==> src/rtl/ca_pkg.sv <==
package ca_pkg;
  typedef enum logic {
    RULE_90  = 1'b0,
    RULE_150 = 1'b1
  } ca_rule_e;
endpackage

==> src/rtl/ca_cell.sv <==
module ca_cell
  import ca_pkg::*;
#(
  parameter ca_rule_e RULE    = RULE_90,
  parameter logic     RST_VAL = 1'b0
) (
  input  logic clk_i,
  input  logic rst_ni,
  input  logic load_i,
  input  logic en_i,
  input  logic seed_i,
  input  logic left_i,
  input  logic right_i,
  output logic nxt_o,
  output logic q_o
);
  logic q_q;
  logic step_val;

  generate
    if (RULE == RULE_150) begin : g_r150
      assign step_val = left_i ^ q_q ^ right_i;
    end else begin : g_r90
      assign step_val = left_i ^ right_i;
    end
  endgenerate

  always_comb begin
    nxt_o = q_q;
    if (load_i)    nxt_o = seed_i;
    else if (en_i) nxt_o = step_val;
  end

  always_ff @(posedge clk_i or negedge rst_ni) begin
    if (!rst_ni) q_q <= RST_VAL;
    else         q_q <= nxt_o;
  end

  assign q_o = q_q;
endmodule

==> src/rtl/ca_zero_flag.sv <==
module ca_zero_flag #(
  parameter int WIDTH = 4
) (
  input  logic             clk_i,
  input  logic             rst_ni,
  input  logic [WIDTH-1:0] nxt_i,
  output logic             flag_o
);
  logic flag_q;

  // state is zero next cycle exactly when the muxed next value is zero
  always_ff @(posedge clk_i or negedge rst_ni) begin
    if (!rst_ni) flag_q <= 1'b0;
    else         flag_q <= ~|nxt_i;
  end

  assign flag_o = flag_q;
endmodule

==> src/rtl/ca_pattern_gen.sv <==
module ca_pattern_gen
  import ca_pkg::*;
#(
  parameter int               WIDTH      = 4,
  parameter logic [WIDTH-1:0] RULE_VEC   = 4'b1010,
  parameter logic [WIDTH-1:0] RESET_SEED = 4'b0001
) (
  input  logic             clk_i,
  input  logic             rst_ni,
  input  logic             load_i,
  input  logic [WIDTH-1:0] seed_i,
  input  logic             en_i,
  output logic [WIDTH-1:0] state_o,
  output logic             stuck_o
);
  localparam int LAST = WIDTH - 1;

  logic [WIDTH-1:0] q;
  logic [WIDTH-1:0] nxt;
  logic [WIDTH+1:0] padded;

  // null boundary on both ends
  assign padded = {1'b0, q, 1'b0};

  for (genvar i = 0; i < WIDTH; i++) begin : g_cell
    ca_cell #(
      .RULE   (RULE_VEC[i] ? RULE_150 : RULE_90),
      .RST_VAL(RESET_SEED[i])
    ) u_cell (
      .clk_i  (clk_i),
      .rst_ni (rst_ni),
      .load_i (load_i),
      .en_i   (en_i),
      .seed_i (seed_i[i]),
      .left_i (padded[i]),
      .right_i(padded[i+2]),
      .nxt_o  (nxt[i]),
      .q_o    (q[i])
    );
  end

  ca_zero_flag #(.WIDTH(WIDTH)) u_flag (
    .clk_i (clk_i),
    .rst_ni(rst_ni),
    .nxt_i (nxt),
    .flag_o(stuck_o)
  );

  assign state_o = q;

  initial begin
    if (LAST < 1) $error("ca_pattern_gen: WIDTH must be at least 2");
  end
endmodule

==> config.mk <==
export PLATFORM = sky130hd
export DESIGN_NAME = ca_pattern_gen
export DESIGN_NICKNAME = d
export VERILOG_FILES = /design/src/rtl/ca_pkg.sv /design/src/rtl/ca_cell.sv /design/src/rtl/ca_zero_flag.sv /design/src/rtl/ca_pattern_gen.sv
export SDC_FILE = /design/constraint.sdc
export NUM_CORES = 1
export LEC_CHECK = 0
export BUFFER_PORTS_ARGS = -buffer_cell sky130_fd_sc_hd__buf_4
export CAP_MARGIN = 25
export CORE_AREA = 2 2 39 41
export DETAILED_ROUTE_END_ITERATION = 16
export DIE_AREA = 0 0 41 43
export GPL_TIMING_DRIVEN = 0
export PLACE_DENSITY_LB_ADDON = 0.2
export SYNTH_ARGS = -nofsm -noshare
export SYNTH_HDL_FRONTEND = slang
export SYNTH_SLANG_ARGS = --single-unit
export TNS_END_PERCENT = 10
==> constraint.sdc <==
create_clock -name clk_i -period 1.6 [get_ports clk_i]
set_clock_uncertainty 0.1 [all_clocks]
set_input_delay 0.32 -clock clk_i [delete_from_list [all_inputs] [get_ports clk_i]]
set_output_delay 0.32 -clock clk_i [all_outputs]
set_load 0.02 [all_outputs]
# [Word level (Yosys, flattened, before mapping)]
# Index checks and enable logic that the tools add are counted.
[classes] n_eq_ne=0 addsub=0 n_shift=0 n_bitwise=4 mul=0 n_reduce_logical=2 order_cmp=0 muxes=8 n_div=0
[ops] operator="two-way mux 1 bit" n=8
[ops] operator="OR reduction 4 bit" n=1
[ops] operator="bitwise XOR 1 bit" n=4
[ops] operator="zero test 1 bit" n=1
[totals] mem_bits_rw=0 memories=0 latchBits=0 ff_bits=5 mem_bits_ro=0 elab_cells=19

# [Longest topological paths before layout]
# Gate-level depths: netlist of the first run.
[depth] word_depth=6 depth_mapped=5 mapped_depth_nobuf=4

# [Modules after synthesis]
# Synthesis of the first run repeated with hierarchy kept, for this count alone.
[hier_totals] hier_cells=29 hier_area_um2=307.8
[by_module_without_submodules] mod="ca_cell at g_cell[1].u_cell ..." seq_area_each_um2=25.0 n_inst=2 cells_each=7 area_per_inst_um2=70.1
[by_module_without_submodules] mod="ca_cell at g_cell[0].u_cell" seq_area_each_um2=26.3 n_inst=1 cells_each=6 area_per_inst_um2=63.8
[by_module_without_submodules] mod="ca_cell at g_cell[2].u_cell" seq_area_each_um2=25.0 n_inst=1 cells_each=6 area_per_inst_um2=62.6
[by_module_without_submodules] mod="ca_zero_flag" seq_area_each_um2=25.0 n_inst=1 cells_each=2 area_per_inst_um2=37.5
[by_module_without_submodules] mod="ca_pattern_gen" seq_area_each_um2=0.0 n_inst=1 cells_each=1 area_per_inst_um2=3.8

# [Worst setup path after synthesis of the first run]
# OpenSTA, ideal clock, no wires.
[synth_path] path_kind="reg-to-reg" start="reg g_cell[0].u_cell.q_q" end="reg u_flag.flag_q, in the netlist u_flag.flag_o" slack_ns=0.266 path_buffers=0 path_stages_with_launch=5 t_arrival_ns=1.138 required_time_ns=1.404 path_cell_list="dfstp_2 -> xnor2_1 -> mux2i_1 -> nand2_1 -> nor4_2"
[synth_via] elab_chain_len=6 word_cells_on_any_way=8 cone_classes="4 x mux; 2 x bitwise; 2 x reduce/logical"
[synth_lines] item="from (decl)" line_no="ca_cell.sv:17" rtl="logic q_q;"
[synth_lines] item="from (signal assigned)" line_no="ca_cell.sv:36" rtl="else q_q <= nxt_o;"
[synth_lines] item="bitwise XOR 1 bit (2 in series)" line_no="ca_cell.sv:22" rtl="assign step_val = left_i ^ q_q ^ right_i;"
[synth_lines] item="two-way mux 1 bit" line_no="ca_cell.sv:31" rtl="else if (en_i) nxt_o = step_val;"
[synth_lines] item="two-way mux 1 bit" line_no="ca_cell.sv:30" rtl="if (load_i) nxt_o = seed_i;"
[synth_lines] item="named net g_cell[1].u_cell.nxt_o" line_no="ca_cell.sv:14" rtl="output logic nxt_o,"
[synth_lines] item="OR reduction 4 bit" line_no="ca_zero_flag.sv:14" rtl="else flag_q <= ~|nxt_i;"
[synth_lines] item="zero test 1 bit" line_no="ca_zero_flag.sv:14"
[synth_lines] item="to (signal assigned)" line_no="ca_zero_flag.sv:14"
[synth_lines] item="to (decl)" line_no="ca_zero_flag.sv:9" rtl="logic flag_q;"
# The timed path passes the listed nets, and every way through them passes these cells.

# [Worst setup path in the final report of the first run]
# Same ends and word-level chain as after synthesis.

==> impl_metrics.env, run 1 <==
export IMPL_run_status="finished clean"
export IMPL_grt_pass1_vias=217
export IMPL_seqCellArea_um2=126.4
export IMPL_synth_most_common_cell="sky130_fd_sc_hd__nand2_1"
export IMPL_worst_r2r_path_depth=4
export IMPL_floorplan_die_area_um2=1763
export IMPL_htreeDepth=1
export IMPL_worstHoldPathCells=2
export IMPL_place_hpwl_um=485.3
export IMPL_syn2layout_area_growth_pct=45.12
export IMPL_boundaryPins=13
export IMPL_drc_errors=0
export IMPL_post_drt_via_cell_ratio=3.836
export IMPL_finalWeightedCongestion=0.6727
export IMPL_regToRegSetupSlack_ns=0.17
export IMPL_async_flop_share=1.000
export IMPL_fin_cells=61
export IMPL_maxClockFrequency_mhz=700.3
export IMPL_clkTransAtPathRegs_ns=0.04
export IMPL_internal_power_mw=0.3362
export IMPL_synth_nets=37
export IMPL_max_slew_margin_rel=0.7596
export IMPL_core_rowCount=14
export IMPL_dpl_instance_area_um2=410.4
export IMPL_worstMarginPinSlew_ns=0.3568
export IMPL_drt_pass_1_iters=1
export IMPL_residual_overflow_from_global_routing=0
export IMPL_netlist_instances=29
export IMPL_clock_tree_from_tritoncts="built"
export IMPL_path_class="reg2reg"
export IMPL_required_time_worst_endpoint_ns=1.64
export IMPL_tritoncts_num_buffers=3
export IMPL_wire_length_of_the_first_global_routing_pass_um=897
export IMPL_cts_setup_buffers=0
export IMPL_design_final_nets=54
export IMPL_cts_num_sinks=5
export IMPL_yosysUniqueCellTypes=15
export IMPL_multiInputGateArea_um2=136.4
export IMPL_finish_instance_area_um2=446.7
export IMPL_final_min_period_over_clock_period=0.8925
export IMPL_synth_edf_count=0
export IMPL_timing_max_transition_violations_final=0
export IMPL_period_needed_ns=1.428
export IMPL_power_frac_comb=0.351
export IMPL_yosysTopAreaCell="sky130_fd_sc_hd__dfrtp_1"
export IMPL_route_vias_total=234
export IMPL_wl_per_cell_um=9.410
export IMPL_irDropWorstVdd_v=0.0003689
export IMPL_setup_violations=0
export IMPL_nFillCells=155
export IMPL_hold_path_class="in2reg"
export IMPL_route_final_wire_length_um=574
export IMPL_synthDominantCellAreaShare=0.3252
export IMPL_core_area_um2=1384
export IMPL_cp_start_kind="flip-flop"
export IMPL_ctsLongestPathBuffers=2
export IMPL_power_density_cell_area_nw_per_um2=1072
export IMPL_seq_power_share=0.357
export IMPL_dp_cells=56
export IMPL_synth_avg_cell_area_um2=10.61
export IMPL_worst_endpoint_arrival_ns=1.47
export IMPL_drt_iter0_markers=0
export IMPL_antenna_cells_inserted=0
export IMPL_finalWorstSetupSlack_ns=0.1720
export IMPL_critical_path_peak_fanout=3
export IMPL_synth_seq_area_share=0.4106
export IMPL_antenna_left=0
export IMPL_grtUsageTotal=0.08182
export IMPL_clkPwrFrac=0.292
export IMPL_placement_io_buffers=11
export IMPL_synth_seq_cells=5
export IMPL_synth_area_um2=307.8
export IMPL_floorplan_initialDensity=0.2224
export IMPL_synth_top_cells_by_area="sky130_fd_sc_hd__dfrtp_1 33%, sky130_fd_sc_hd__mux2i_1 9.8%, sky130_fd_sc_hd__buf_4 9.8%"
export IMPL_grt_setup_unrepaired="false"
export IMPL_final_hold_violation_count=0
export IMPL_netSwitchingFraction=0.2981
export IMPL_synth_warnings=0
export IMPL_total_switching_power_mw=0.1428
export IMPL_postLayoutCoreUtil=0.3228
export IMPL_grt_antenna_before_repair=0
export IMPL_grt_max_degree=10
export IMPL_fin_setup_tns_ns=0
export IMPL_synth_top_flop_cell="sky130_fd_sc_hd__dfrtp_1"
export IMPL_max_cap_viol_count=0
export IMPL_place_worst_setup_slack_ns=0.1695
export IMPL_clk_latency_ns=0.23
export IMPL_most_numerous_cell_types_in_the_synthesized_netlist="5 x sky130_fd_sc_hd__nand2_1, 4 x sky130_fd_sc_hd__buf_4, 4 x sky130_fd_sc_hd__dfrtp_1"
export IMPL_die_width_um=41
export IMPL_post_route_cells_drive_above_1_share=0.5111
export IMPL_ctsRootBufferMaster="sky130_fd_sc_hd__clkbuf_4"
export IMPL_die_y_um=43
export IMPL_leakage_power_of_the_design_nw=0.2199
export IMPL_end_kind="flip-flop"
## layout by cell type, fill, tap and decap left out, drive strengths merged
cell type	synthesis	layout
dfrtp	4	4
nor2b	1	1
mux2i	3	3
a22oi	1	1
clkbuf	0	4
buf	5	16
dfstp	1	1
xnor2	1	1
nor4	1	1
xor2	2	2
dlygate4sd3	0	1
inv	1	1
nor3b	1	1
o21ai	3	3
nand2	5	5
## routing by layer
layer | GRT usage | vias up | share of wire
met5 | 0 | - | 0
met4 | 0.08000 | 0 | 0
met3 | 0.03141 | 0 | 0.057
met2 | 0.1031 | 6 | 0.53
met1 | 0.09836 | 104 | 0.41
li1 | - | 124 | -
## registers in the layout (all words and copies together), names as in the netlist
| signal | flops |
|---|---|
| g_cell.u_cell.q_o | 4 |
| u_flag.flag_o | 1 |
## metrics by stage
step           total power [mW]  hold WS, ns
3_5_place_dp             0.3418      0.02294
5_1_grt                  0.5195       0.2628
4_1_cts                  0.4912       0.2576
3_3_place_gp             0.3384      0.02118
2_1_floorplan            0.2820     -0.07559
6_report                 0.4790       0.2580
## power groups by stage
stage	Combinational [mW]	Clock [mW]	Sequential [mW]
floorplan	0.111	0	0.172
global placement	0.167	0	0.172
detailed placement	0.168	0	0.174
CTS	0.171	0.148	0.172
global route	0.183	0.161	0.175
finish	0.168	0.140	0.171
## final timing paths
path / from / to
worst max register to register: g_cell[0].u_cell.q_o / u_flag.flag_o
worst max-delay path: g_cell[0].u_cell.q_o / u_flag.flag_o
max in group asynchronous: rst_ni / g_cell[0].u_cell.q_o
min in group asynchronous: rst_ni / g_cell[1].u_cell.q_o
worst min register to register: g_cell[0].u_cell.q_o / g_cell[0].u_cell.q_o
worst min-delay path: load_i / g_cell[3].u_cell.q_o
## cell families (layout without fill, tap and decap cells)
| group | after synthesis | after routing | synth area share |
|---|---|---|---|
| multiplexers | 3 | 3 | 0.09756 |
| buffers and inverters | 6 | 22 | 0.1463 |
| flip-flops | 5 | 5 | 0.4106 |
| AO/OA/AOI/OAI | 4 | 4 | 0.08941 |
| XOR/XNOR | 3 | 3 | 0.08538 |
| AND/OR/NAND/NOR | 8 | 8 | 0.1707 |
## critical path: stages, from the launching register on
cell,delay (ns)
sky130_fd_sc_hd__dfstp_2,0.54
sky130_fd_sc_hd__xnor2_1,0.14
sky130_fd_sc_hd__mux2i_1,0.21
sky130_fd_sc_hd__nand2_1,0.11
sky130_fd_sc_hd__nor4_2,0.24
## area by class of cell
| class | count | area share |
|---|---|---|
| Timing Repair Buffer | 12 | 0.2073 |
| Tap cell | 16 | 0.04482 |
| Multi-Input combinational cell | 18 | 0.3053 |
| Clock buffer | 4 | 0.05882 |
| Buffer | 5 | 0.09244 |
| Sequential cell | 5 | 0.2829 |
| Inverter | 1 | 0.008403 |
## what timing repair did
item | in CTS | in global routing
resized for setup | 0 | 0
hold endpoints to repair | 5 | 0
hold buffers | 1 | 0
No activity file was read; power rests on OpenSTA's default activity.
==> inputs of run 2 (changes only) <==
CELL_PAD_IN_SITES_DETAIL_PLACEMENT = 0   (was default)
CELL_PAD_IN_SITES_GLOBAL_PLACEMENT = 1   (was default)
SYNTH_HIERARCHICAL = 1   (was default)
==> impl_metrics.env, run 2 <==
export IMPL_run_status="finished clean"
export IMPL_timing_max_transition_violations_final=0
export IMPL_post_route_cells_drive_above_1_share=0.4043
export IMPL_regToRegSetupSlack_ns=0.16
export IMPL_floorplan_die_area_um2=1763
export IMPL_wl_per_cell_um=9.730
export IMPL_floorplan_initialDensity=0.2224
export IMPL_critical_path_startpoint="g_cell[0].u_cell/q_o"
export IMPL_grt_max_degree=15
export IMPL_clkTransAtPathRegs_ns=0.04
export IMPL_postCtsHoldBufs=1
export IMPL_end_kind="flip-flop"
export IMPL_route_final_wire_length_um=613
export IMPL_boundaryPins=13
export IMPL_synth_area_um2=307.8
export IMPL_cts_setup_buffers=0
export IMPL_tritoncts_num_buffers=3
export IMPL_clock_tree_from_tritoncts="built"
export IMPL_final_cell_mix="12 x sky130_fd_sc_hd__buf_4, 4 x sky130_fd_sc_hd__xnor2_1, 4 x sky130_fd_sc_hd__nand3b_1, 4 x sky130_fd_sc_hd__dfrtp_1, 3 x sky130_fd_sc_hd__clkbuf_4"
export IMPL_dpl_instance_area_um2=421.7
export IMPL_route_vias_total=272
export IMPL_leakage_power_of_the_design_nw=0.1890
export IMPL_synth_warnings=6
export IMPL_max_cap_viol_count=0
export IMPL_cts_num_sinks=5
export IMPL_htreeDepth=1
export IMPL_grt_antenna_before_repair=0
export IMPL_synth_avg_cell_area_um2=10.61
export IMPL_finalWeightedCongestion=0.6317
export IMPL_grt_pass1_vias=223
export IMPL_worst_endpoint_arrival_ns=1.48
export IMPL_grtUsageTotal=0.07677
export IMPL_yosysTopAreaCell="sky130_fd_sc_hd__dfrtp_1"
export IMPL_maxClockFrequency_mhz=695.1
export IMPL_fin_setup_tns_ns=0
export IMPL_synthDominantCellAreaShare=0.3252
export IMPL_final_min_period_over_clock_period=0.8991
export IMPL_ctsRootBufferMaster="sky130_fd_sc_hd__clkbuf_4"
export IMPL_async_flop_share=1.000
export IMPL_clk_latency_ns=0.24
export IMPL_core_area_um2=1384
export IMPL_postLayoutCoreUtil=0.3309
export IMPL_synth_top_cells_by_area="sky130_fd_sc_hd__dfrtp_1 33%, sky130_fd_sc_hd__xnor2_1 11%, sky130_fd_sc_hd__nand3b_1 9.8%"
export IMPL_period_needed_ns=1.439
export IMPL_syn2layout_area_growth_pct=48.78
export IMPL_netlist_instances=29
export IMPL_cts_resized=0
export IMPL_cp_start_kind="flip-flop"
export IMPL_critical_path_peak_fanout=3
export IMPL_path_class="reg2reg"
export IMPL_synth_edf_count=0
export IMPL_antenna_left=0
export IMPL_finish_instance_area_um2=457.9
export IMPL_yosysUniqueCellTypes=13
export IMPL_r2r_start="g_cell[0].u_cell/q_o"
export IMPL_synth_top_flop_cell="sky130_fd_sc_hd__dfrtp_1"
export IMPL_required_time_worst_endpoint_ns=1.64
export IMPL_die_width_um=41
export IMPL_grt_setup_unrepaired="false"
export IMPL_layout_cells_most_common="sky130_fd_sc_hd__buf_4"
export IMPL_final_hold_violation_count=0
export IMPL_largest_register_ff_count=4
export IMPL_place_worst_setup_slack_ns=0.1739
export IMPL_die_y_um=43
export IMPL_setup_violations=0
export IMPL_hold_path_class="in2reg"
export IMPL_synth_seq_cells=5
export IMPL_placement_io_buffers=12
export IMPL_finalWorstSetupSlack_ns=0.1614
export IMPL_residual_overflow_from_global_routing=0
export IMPL_drc_errors=0
export IMPL_ctsLongestPathBuffers=2
export IMPL_antenna_cells_inserted=0
export IMPL_drt_iter0_markers=4
export IMPL_design_final_nets=56
export IMPL_core_rowCount=14
export IMPL_post_drt_via_cell_ratio=4.317
export IMPL_power_density_cell_area_nw_per_um2=1037
export IMPL_irDropWorstVdd_v=0.0004199
export IMPL_synth_seq_area_share=0.4106
export IMPL_most_numerous_cell_types_in_the_synthesized_netlist="4 x sky130_fd_sc_hd__dfrtp_1, 4 x sky130_fd_sc_hd__nand3b_1, 4 x sky130_fd_sc_hd__xnor2_1"
export IMPL_drt_pass_1_iters=3
export IMPL_wire_length_of_the_first_global_routing_pass_um=869
export IMPL_hold_start="seed_i[0]"
==> run 2: cell count changes in the layout (fill, tap and decap cells not counted), moves of 2 or more <==
cell and delta:
sky130_fd_sc_hd__nand3b_1 +4, sky130_fd_sc_hd__buf_4 -3, sky130_fd_sc_hd__mux2i_1 -3, sky130_fd_sc_hd__nand2_1 -3, sky130_fd_sc_hd__xnor2_1 +3, sky130_fd_sc_hd__a21oi_1 +2, sky130_fd_sc_hd__conb_1 +2, sky130_fd_sc_hd__nor4b_1 +2
sky130_fd_sc_hd__o211ai_1 +2, sky130_fd_sc_hd__o21ai_0 -2, sky130_fd_sc_hd__or2b_2 +2, sky130_fd_sc_hd__or3b_1 +2, sky130_fd_sc_hd__xor2_1 -2
==> run 2: kinds of logic (layout without fill, tap and decap cells) <==
group | after synthesis | count (layout) | synth area share
and+or+nand+nor | 15 | 15 | 0.3821
DFF | 5 | 5 | 0.4106
AOI/OAI and AO/OA | 4 | 4 | 0.08129
xor gates and xnor gates | 4 | 4 | 0.1138
other | 1 | 2 | 0.01218
buffers and inverters | 0 | 17 | 0
==> run 2: per-layer routing <==
layer  track usage  routed length [µm]
met2        0.1094                 276
met1       0.08525                 261
met3       0.03141                  55
met5             0                   0
met4       0.06000                  19
==> run 2: worst paths after layout <==
check | to | cells past startpoint
worst max-delay path | u_flag/flag_o | 4
worst min-delay path | g_cell[0].u_cell/q_o | 3
worst max register to register | u_flag/flag_o | 4
worst min register to register | g_cell[3].u_cell/q_o | 2
max in group asynchronous | g_cell[0].u_cell/q_o | 2
min in group asynchronous | u_flag/flag_o | 2
==> run 2: per-stage QoR <==
step                total power [mW]  std cells  hold WS, ns
finish                        0.4747         63       0.2743
global route                  0.5056         63       0.2784
CTS                           0.4866         63       0.2731
detailed placement            0.3358         58      0.02251
global placement              0.3350         58      0.02045
floorplan                     0.2687         30     -0.07559
==> run 2: area by class of cell <==
type                            instances  area [µm²]
Multi-Input combinational cell         25       185.2
Fill cell                             149       925.9
Clock buffer                            4       26.28
Timing Repair Buffer                   13       100.1
Sequential cell                         5       126.4
Tap cell                               16       20.02
==> run 2: where the power goes <==
group | internal (mW) | switching (mW) | total (mW)
Combinational | 0.0818 | 0.0754 | 0.157
Sequential | 0.151 | 0.0255 | 0.176
Clock | 0.0940 | 0.0473 | 0.141
Total | 0.326 | 0.148 | 0.475
==> run 2: worst max-delay path: stages, from the launching register on <==
cell and delay (ns):
sky130_fd_sc_hd__dfstp_2 0.54, sky130_fd_sc_hd__xnor2_1 0.13, sky130_fd_sc_hd__nor4b_1 0.07, sky130_fd_sc_hd__nand3b_1 0.21, sky130_fd_sc_hd__nor4_2 0.29
